<file path="config.mk">
export PLATFORM = sky130hd
export DESIGN_NAME = lp_wake_timer
export DESIGN_NICKNAME = d
export VERILOG_FILES = /design/src/rtl/wake_timer_pkg.sv /design/src/rtl/wake_regs.sv /design/src/rtl/wake_prescaler.sv /design/src/rtl/wake_countdown.sv /design/src/rtl/lp_wake_timer.sv
export SDC_FILE = /design/constraint.sdc
export NUM_CORES = 1
export LEC_CHECK = 0
export ABC_AREA = 0
export CAP_MARGIN = 0
export CORE_ASPECT_RATIO = 0.9
export CORE_MARGIN = 5
export CORE_UTILIZATION = 61
export DETAILED_ROUTE_END_ITERATION = 12
export DONT_BUFFER_PORTS = 1
export PLACE_DENSITY = 0.77
export SYNTH_ARGS = -nofsm -noshare
export SYNTH_HDL_FRONTEND = slang
export SYNTH_SLANG_ARGS = --single-unit
</file>
<file path="constraint.sdc">
create_clock -name clk -period 2.19 [get_ports clk]
set_input_delay 0.3285 -clock clk [delete_from_list [all_inputs] [get_ports clk]]
set_output_delay 0.3285 -clock clk [all_outputs]
set_load 0.05 [all_outputs]
</file>
<file path="src/rtl/wake_timer_pkg.sv">
// Shared definitions for the low-power wake timer: power mode codes,
// countdown states and register map constants.
package wake_timer_pkg;

    typedef enum logic [1:0] {
        MODE_ACTIVE   = 2'd0,
        MODE_BROWNOUT = 2'd1,
        MODE_SLEEP    = 2'd2,
        MODE_DISPLAY  = 2'd3
    } pwr_mode_e;

    typedef enum logic [1:0] {
        WT_IDLE   = 2'd0,
        WT_SETTLE = 2'd1,
        WT_COUNT  = 2'd2
    } wt_state_e;

    localparam int        PERIOD_W      = 3;
    localparam logic [1:0] ADDR_CFG     = 2'd0;
    localparam logic [1:0] ADDR_CTRL    = 2'd1;
    localparam int        CFG_UNIT_BIT  = 3;
    localparam int        CTRL_ARM_BIT  = 0;
    localparam int        CTRL_STAT_BIT = 1;

endpackage

</file>
<file path="src/rtl/wake_regs.sv">
// Register file for the wake timer: holds the period/unit configuration,
// decodes the write-only arm strobe and muxes read data.
// Assumes writes and reads are single-cycle with no handshake.
module wake_regs
    import wake_timer_pkg::*;
#(
    parameter int DATA_W = 8
) (
    input  logic                clk,
    input  logic                rst_n,
    input  logic                wr_en,
    input  logic [1:0]          wr_addr,
    input  logic [DATA_W-1:0]   wr_data,
    input  logic [1:0]          rd_addr,
    input  logic                armed,
    output logic [PERIOD_W-1:0] period_q,
    output logic                unit_q,
    output logic                arm_req,
    output logic [DATA_W-1:0]   rd_data
);

    logic cfg_wr;
    assign cfg_wr = wr_en && (wr_addr == ADDR_CFG);

    // Store the configuration fields on a write to the config address.
    always_ff @(posedge clk) begin
        if (!rst_n) begin
            period_q <= PERIOD_W'(1);
            unit_q   <= 1'b0;
        end else if (cfg_wr) begin
            period_q <= wr_data[PERIOD_W-1:0];
            unit_q   <= wr_data[CFG_UNIT_BIT];
        end
    end

    // Decode the arm strobe; it has no storage and never reads back.
    always_comb begin
        arm_req = wr_en && (wr_addr == ADDR_CTRL) && wr_data[CTRL_ARM_BIT];
    end

    // Build read data for the addressed register.
    always_comb begin
        rd_data = '0;
        case (rd_addr)
            ADDR_CFG: begin
                rd_data[PERIOD_W-1:0] = period_q;
                rd_data[CFG_UNIT_BIT] = unit_q;
            end
            ADDR_CTRL: rd_data[CTRL_STAT_BIT] = armed;
            default:   rd_data = '0;
        endcase
    end

    // configuration only moves on a config write.
    p_cfg_hold_r8: assert property (@(posedge clk) disable iff (!rst_n)
        !cfg_wr |=> ($stable(period_q) && $stable(unit_q)));

endmodule

</file>
<file path="src/rtl/wake_prescaler.sv">
// Unit prescaler: divides slow ticks into 2.5 s or 1 min units.
// Assumes the tick rate TICK_HZ is even so 2.5 s is a whole tick count.
module wake_prescaler #(
    parameter int TICK_HZ = 4
) (
    input  logic clk,
    input  logic rst_n,
    input  logic clear,
    input  logic unit_sel,
    input  logic step,
    output logic unit_done
);

    localparam int SHORT_TICKS = TICK_HZ * 5 / 2;
    localparam int LONG_TICKS  = TICK_HZ * 60;
    localparam int UNIT_W      = $clog2(LONG_TICKS + 1);
    localparam logic [UNIT_W-1:0] SHORT_LAST = UNIT_W'(SHORT_TICKS - 1);
    localparam logic [UNIT_W-1:0] LONG_LAST  = UNIT_W'(LONG_TICKS - 1);

    logic [UNIT_W-1:0] tick_cnt;
    logic [UNIT_W-1:0] last_val;

    // Select the terminal count for the captured unit.
    always_comb begin
        last_val  = unit_sel ? LONG_LAST : SHORT_LAST;
        unit_done = step && (tick_cnt == last_val);
    end

    // Count ticks inside the current unit, wrapping at the unit end.
    always_ff @(posedge clk) begin
        if (!rst_n || clear) begin
            tick_cnt <= '0;
        end else if (step) begin
            tick_cnt <= unit_done ? '0 : tick_cnt + UNIT_W'(1);
        end
    end

    // the in-unit count never passes the unit length.
    p_unit_bound_r4: assert property (@(posedge clk) disable iff (!rst_n)
        tick_cnt <= last_val);

endmodule

</file>
<file path="src/rtl/wake_countdown.sv">
// Countdown control: captures settings on arm, settles for SETTLE_TICKS
// slow ticks, counts units in low-power modes and fires the wake pulse.
// Assumes pwr_mode is synchronous to clk.
module wake_countdown
    import wake_timer_pkg::*;
#(
    parameter int SETTLE_TICKS = 3
) (
    input  logic                clk,
    input  logic                rst_n,
    input  logic                arm_req,
    input  logic [PERIOD_W-1:0] period_in,
    input  logic                unit_in,
    input  logic                rtc_tick,
    input  logic [1:0]          pwr_mode,
    input  logic                unit_done,
    output logic                armed,
    output logic                unit_lat,
    output logic                count_step,
    output logic                presc_clear,
    output logic                wake_pulse
);

    localparam int SETTLE_W = $clog2(SETTLE_TICKS + 1);

    wt_state_e           state;
    logic [PERIOD_W-1:0] per_cnt;
    logic [SETTLE_W-1:0] settle_cnt;
    logic                prev_low;
    logic                low_now;
    logic                kill;

    // Classify the current power mode and detect disarm conditions.
    always_comb begin
        low_now     = (pwr_mode == MODE_SLEEP) || (pwr_mode == MODE_DISPLAY);
        kill        = (pwr_mode == MODE_BROWNOUT) || (prev_low && !low_now);
        armed       = (state != WT_IDLE);
        count_step  = rtc_tick && low_now && (state == WT_COUNT) && !kill && !arm_req;
        presc_clear = kill || arm_req || (state != WT_COUNT);
    end

    // Track whether the previous cycle was a low-power mode.
    always_ff @(posedge clk) begin
        if (!rst_n) prev_low <= 1'b0;
        else        prev_low <= low_now;
    end

    // Main countdown sequencer.
    always_ff @(posedge clk) begin
        if (!rst_n) begin
            state      <= WT_IDLE;
            per_cnt    <= '0;
            settle_cnt <= '0;
            unit_lat   <= 1'b0;
            wake_pulse <= 1'b0;
        end else begin
            wake_pulse <= 1'b0;
            if (kill) begin
                state      <= WT_IDLE;
                per_cnt    <= '0;
                settle_cnt <= '0;
            end else if (arm_req) begin
                state      <= WT_SETTLE;
                per_cnt    <= (period_in == '0) ? PERIOD_W'(1) : period_in;
                unit_lat   <= unit_in;
                settle_cnt <= '0;
            end else begin
                case (state)
                    WT_SETTLE: if (rtc_tick) begin
                        if (settle_cnt == SETTLE_W'(SETTLE_TICKS - 1)) begin
                            state      <= WT_COUNT;
                            settle_cnt <= '0;
                        end else begin
                            settle_cnt <= settle_cnt + SETTLE_W'(1);
                        end
                    end
                    WT_COUNT: if (unit_done) begin
                        if (per_cnt == PERIOD_W'(1)) begin
                            wake_pulse <= 1'b1;
                            state      <= WT_IDLE;
                            per_cnt    <= '0;
                        end else begin
                            per_cnt <= per_cnt - PERIOD_W'(1);
                        end
                    end
                    default: ;
                endcase
            end
        end
    end

    // wake lasts one clock.
    p_wake_one_cycle_r7: assert property (@(posedge clk) disable iff (!rst_n)
        wake_pulse |=> !wake_pulse);

    // the timer is disarmed once it has woken.
    p_wake_disarmed_r7: assert property (@(posedge clk) disable iff (!rst_n)
        wake_pulse |-> !armed);

    // brownout leaves the timer disarmed.
    p_brownout_disarm_r9: assert property (@(posedge clk) disable iff (!rst_n)
        (pwr_mode == MODE_BROWNOUT) |=> !armed);

    // an accepted arm strobe arms the timer.
    p_arm_takes_r3: assert property (@(posedge clk) disable iff (!rst_n)
        (arm_req && !kill) |=> armed);

    // an armed timer always has a nonzero remaining period.
    p_count_nonzero_r6: assert property (@(posedge clk) disable iff (!rst_n)
        armed |-> (per_cnt != '0));

    // no unit progress while counting in active mode.
    p_hold_active_r10: assert property (@(posedge clk) disable iff (!rst_n)
        ((state == WT_COUNT) && (pwr_mode == MODE_ACTIVE) && !kill && !arm_req)
            |=> $stable(per_cnt));

endmodule

</file>
<file path="src/rtl/lp_wake_timer.sv">
// Top of the armed low-power wake timer: register file, unit prescaler
// and countdown sequencer. Assumes rtc_tick is a one-clock enable.
module lp_wake_timer
    import wake_timer_pkg::*;
#(
    parameter int DATA_W       = 8,
    parameter int TICK_HZ      = 4,
    parameter int SETTLE_TICKS = 3
) (
    input  logic              clk,
    input  logic              rst_n,
    input  logic              rtc_tick,
    input  logic [1:0]        pwr_mode,
    input  logic              wr_en,
    input  logic [1:0]        wr_addr,
    input  logic [DATA_W-1:0] wr_data,
    input  logic [1:0]        rd_addr,
    output logic [DATA_W-1:0] rd_data,
    output logic              wake_pulse
);

    logic [PERIOD_W-1:0] period_q;
    logic                unit_q;
    logic                arm_req;
    logic                armed;
    logic                unit_lat;
    logic                count_step;
    logic                presc_clear;
    logic                unit_done;

    wake_regs #(.DATA_W(DATA_W)) u_regs (
        .clk      (clk),
        .rst_n    (rst_n),
        .wr_en    (wr_en),
        .wr_addr  (wr_addr),
        .wr_data  (wr_data),
        .rd_addr  (rd_addr),
        .armed    (armed),
        .period_q (period_q),
        .unit_q   (unit_q),
        .arm_req  (arm_req),
        .rd_data  (rd_data)
    );

    wake_prescaler #(.TICK_HZ(TICK_HZ)) u_presc (
        .clk       (clk),
        .rst_n     (rst_n),
        .clear     (presc_clear),
        .unit_sel  (unit_lat),
        .step      (count_step),
        .unit_done (unit_done)
    );

    wake_countdown #(.SETTLE_TICKS(SETTLE_TICKS)) u_cd (
        .clk         (clk),
        .rst_n       (rst_n),
        .arm_req     (arm_req),
        .period_in   (period_q),
        .unit_in     (unit_q),
        .rtc_tick    (rtc_tick),
        .pwr_mode    (pwr_mode),
        .unit_done   (unit_done),
        .armed       (armed),
        .unit_lat    (unit_lat),
        .count_step  (count_step),
        .presc_clear (presc_clear),
        .wake_pulse  (wake_pulse)
    );

endmodule

</file>
==> results by group <==
Min path
  • Worst hold-check path type: in2reg

Yosys
  • Syn Area/Cell: 8.32 um^2
  • Part of the Yosys area used for sequential elements: 0.373
  • Cell taking the most area after synthesis: dfxtp_1
  • Synth cell types: 37
  • Synth Warn #: 0
  • Seq cells post-synth: 22
  • Synth top area cells: dfxtp_1 37%, ha_1 6.4%, nor2_1 6.0%
  • Top-area cell type share of the netlist area: 0.373
  • Synthesized instance count: 142
  • Cell Area, Synth: 0.00118 mm^2

Floorplan
  • # IOs: 27
  • Initial Util: 0.629
  • DIE HEIGHT: 51.7 um
  • Row count: 15
  • Core Box Area: 0.00188 mm^2
  • Die area: 0.00292 mm^2
  • Die Width: between 50 and 60 um

STA
  • Max-slew violations: 0
  • Final setup viols: 0
  • Final setup TNS: 0 ns
  • Slew margin rel.: 0.506
  • Hold Violations, Final: 0
  • Least-Margin Pin Slew: 0.739 ns
  • Final WS setup: 0.314 ns
  • Tmin final: roughly 1.9 ns
  • Fin crit share: 0.856
  • RSZ-0062 raised after global routing: no
  • Final Skew: 0.00956 ns
  • Fmax: 533 MHz

Global routing
  • Total track usage: 0.171
  • Vias in the first global route: between 900 and 1000
  • First-pass GRT wire length: 3.84 mm
  • GR Overflow Total: 0
  • Initial antenna violation count: 0
  • Largest net degree at the start of global routing: 14

Worst setup path
  • Crit end category: register
  • Critical Path AT: 2.13 ns
  • Critical path startpoint category: register
  • Critical Path RT: 2.44 ns
  • Worst-path maximum fanout: 5
  • WS Path Type: reg2reg

Clocking
  • Post-cts hold buffer count: 0
  • Worst-path clk slew: between 0.1 and 0.15 ns
  • Clock latency on the worst-skew pair: 0.31 ns
  • Post-CTS sizing: 0
  • H-tree depth: 1
  • Clock Sinks: 22
  • CTS root buf: clkbuf_4
  • Clock tree from TritonCTS: yes
  • Deepest clock path buffer count: 2
  • Num CTS Buffers: 3
  • Post-CTS setup buffer count: 0

Layout
  • Antenna Cells: 0
  • NumNets Final: 171
  • Most frequent cells in the layout: 22 x dfxtp_1, 19 x nor2_1, 15 x nand2_1
  • Filler cells: 162
  • Layout cell share with drive strength beyond 1: 0.0616
  • Most common cell after layout, fill and taps aside: dfxtp_1
  • Synthesis-to-finish area growth: 7.20%
  • Final core occ: 0.675

Routing
  • Via count: 994
  • Final WL: around 2.3 mm
  • DRT iter0 DRCs: 32
  • Post-DR vias/cell: 5.81
  • Pre-antenna DRT Iters: 4
  • Antenna-violating nets left: 0
  • WL/cell: roughly 14 um
  • DRC viols: 0

Power
  • VDD IR max: 0.000545 V
  • Power, Total: 0.786 mW
  • Lkg Pwr: 0.443 nW
  • Power per cell area: 621 mW/mm^2

Placement
  • Dpl ws: 0.341 ns
  • Port Buffers: 0
  • HPWL after detailed placement: 1.84 mm
  • Gp weighted congestion: 0.788

Outcome
  • Status: finished clean

Run
  • MaxCap Viol Count: 0
[metal layers]
| layer | wire, um | track usage | share of wire | vias up |
|---|---|---|---|---|
| li1 | - | - | - | 497 |
| met1 | 992 | 0.200 | 0.43 | 447 |
| met2 | 1090 | 0.290 | 0.47 | 48 |
| met3 | 234 | 0.0620 | 0.10 | 2 |
| met4 | 10 | 0.0593 | 0.0043 | 0 |
| met5 | 0 | 0 | 0 | - |
[cell usage after synthesis]
master and number:
nor4b_1 1, nor2b_1 4, a21oi_1 3, o21bai_1 1
buf_4 4, nand2_1 15, or2_1 1, nand4bb_1 1
and3_1 1, o311ai_0 1, nor3_1 3, a31oi_1 3
nand3b_1 1, o21ai_0 6, and2_1 5, a21boi_0 1
a2111oi_2 1, ha_1 6, inv_1 6, nor3b_1 2
conb_1 1, and3b_1 1, xor2_1 5, a211oi_1 2
or4_1 1, dfxtp_1 22, a211o_1 1, nor2_1 19
xnor2_1 2, o211ai_1 1, clkbuf_1 2, and4b_1 1
nand4b_1 1, nand4_1 4, nor4_1 2, nand3_1 6
mux2i_1 5
[per-stage QoR]
step / cell area, um^2 / hold WS [ns] / cells
after detailed placement: 1210 / 0.396 / 167
final: 1270 / 0.0634 / 171
after global placement: 1210 / 0.393 / 167
after floorplan: 1190 / 0.390 / 145
after global routing: 1270 / 0.0475 / 171
after CTS: 1270 / 0.0559 / 171
[logic make-up after synthesis]
| group | share of synthesized area |
|---|---|
| adder cells (fa/ha/maj) | 0.0636 |
| buffers and inverters | 0.0508 |
| multiplexers | 0.0424 |
| AO/OA/AOI/OAI | 0.113 |
| other | 0.00317 |
| AND/OR/NAND/NOR | 0.302 |
| XOR/XNOR | 0.0519 |
| flip-flops | 0.373 |
[worst max-delay path, stage by stage, from the launching register on]
cell and delay [ns]:
dfxtp_1 0.44, nand4_1 0.13, or2_1 0.27, a211o_1 0.32
or4_1 0.48, a31oi_1 0.18
[registers in the layout, indices dropped and copies added (netlist names)]
name	count
u_cd.per_cnt	3
u_cd.wake_pulse	1
u_cd.settle_cnt	2
u_cd.prev_low	1
u_regs.unit_q	1
u_presc.tick_cnt	8
u_cd.unit_lat	1
u_cd.state	2
u_regs.period_q	3
[layout make-up]
cell class	count	area, um^2	share of cell area
tap	25	31.3	0.0247
inverter	6	22.5	0.0178
timing repair buffer	3	22.5	0.0178
sequential	22	440	0.348
clock buffer	3	22.5	0.0178
clock inverter	1	30.0	0.0237
multi-input combinational	111	697	0.550
[worst paths after layout]
kind,startpoint,cells after the start,slack [ns],to
setup / recovery,u_presc.tick_cnt[5],5,0.31,u_cd.per_cnt[2]
hold / removal,rst_n,1,0.06,u_regs.period_q[0]
setup reg to reg,u_presc.tick_cnt[5],5,0.31,u_cd.per_cnt[2]
hold reg to reg,u_regs.unit_q,2,0.50,u_cd.unit_lat
[report_power, final]
group          switching, mW  internal, mW
combinational         0.0477        0.0178
sequential           0.00396         0.406
clock                  0.125         0.185
(Power assumes the default switching activity.)
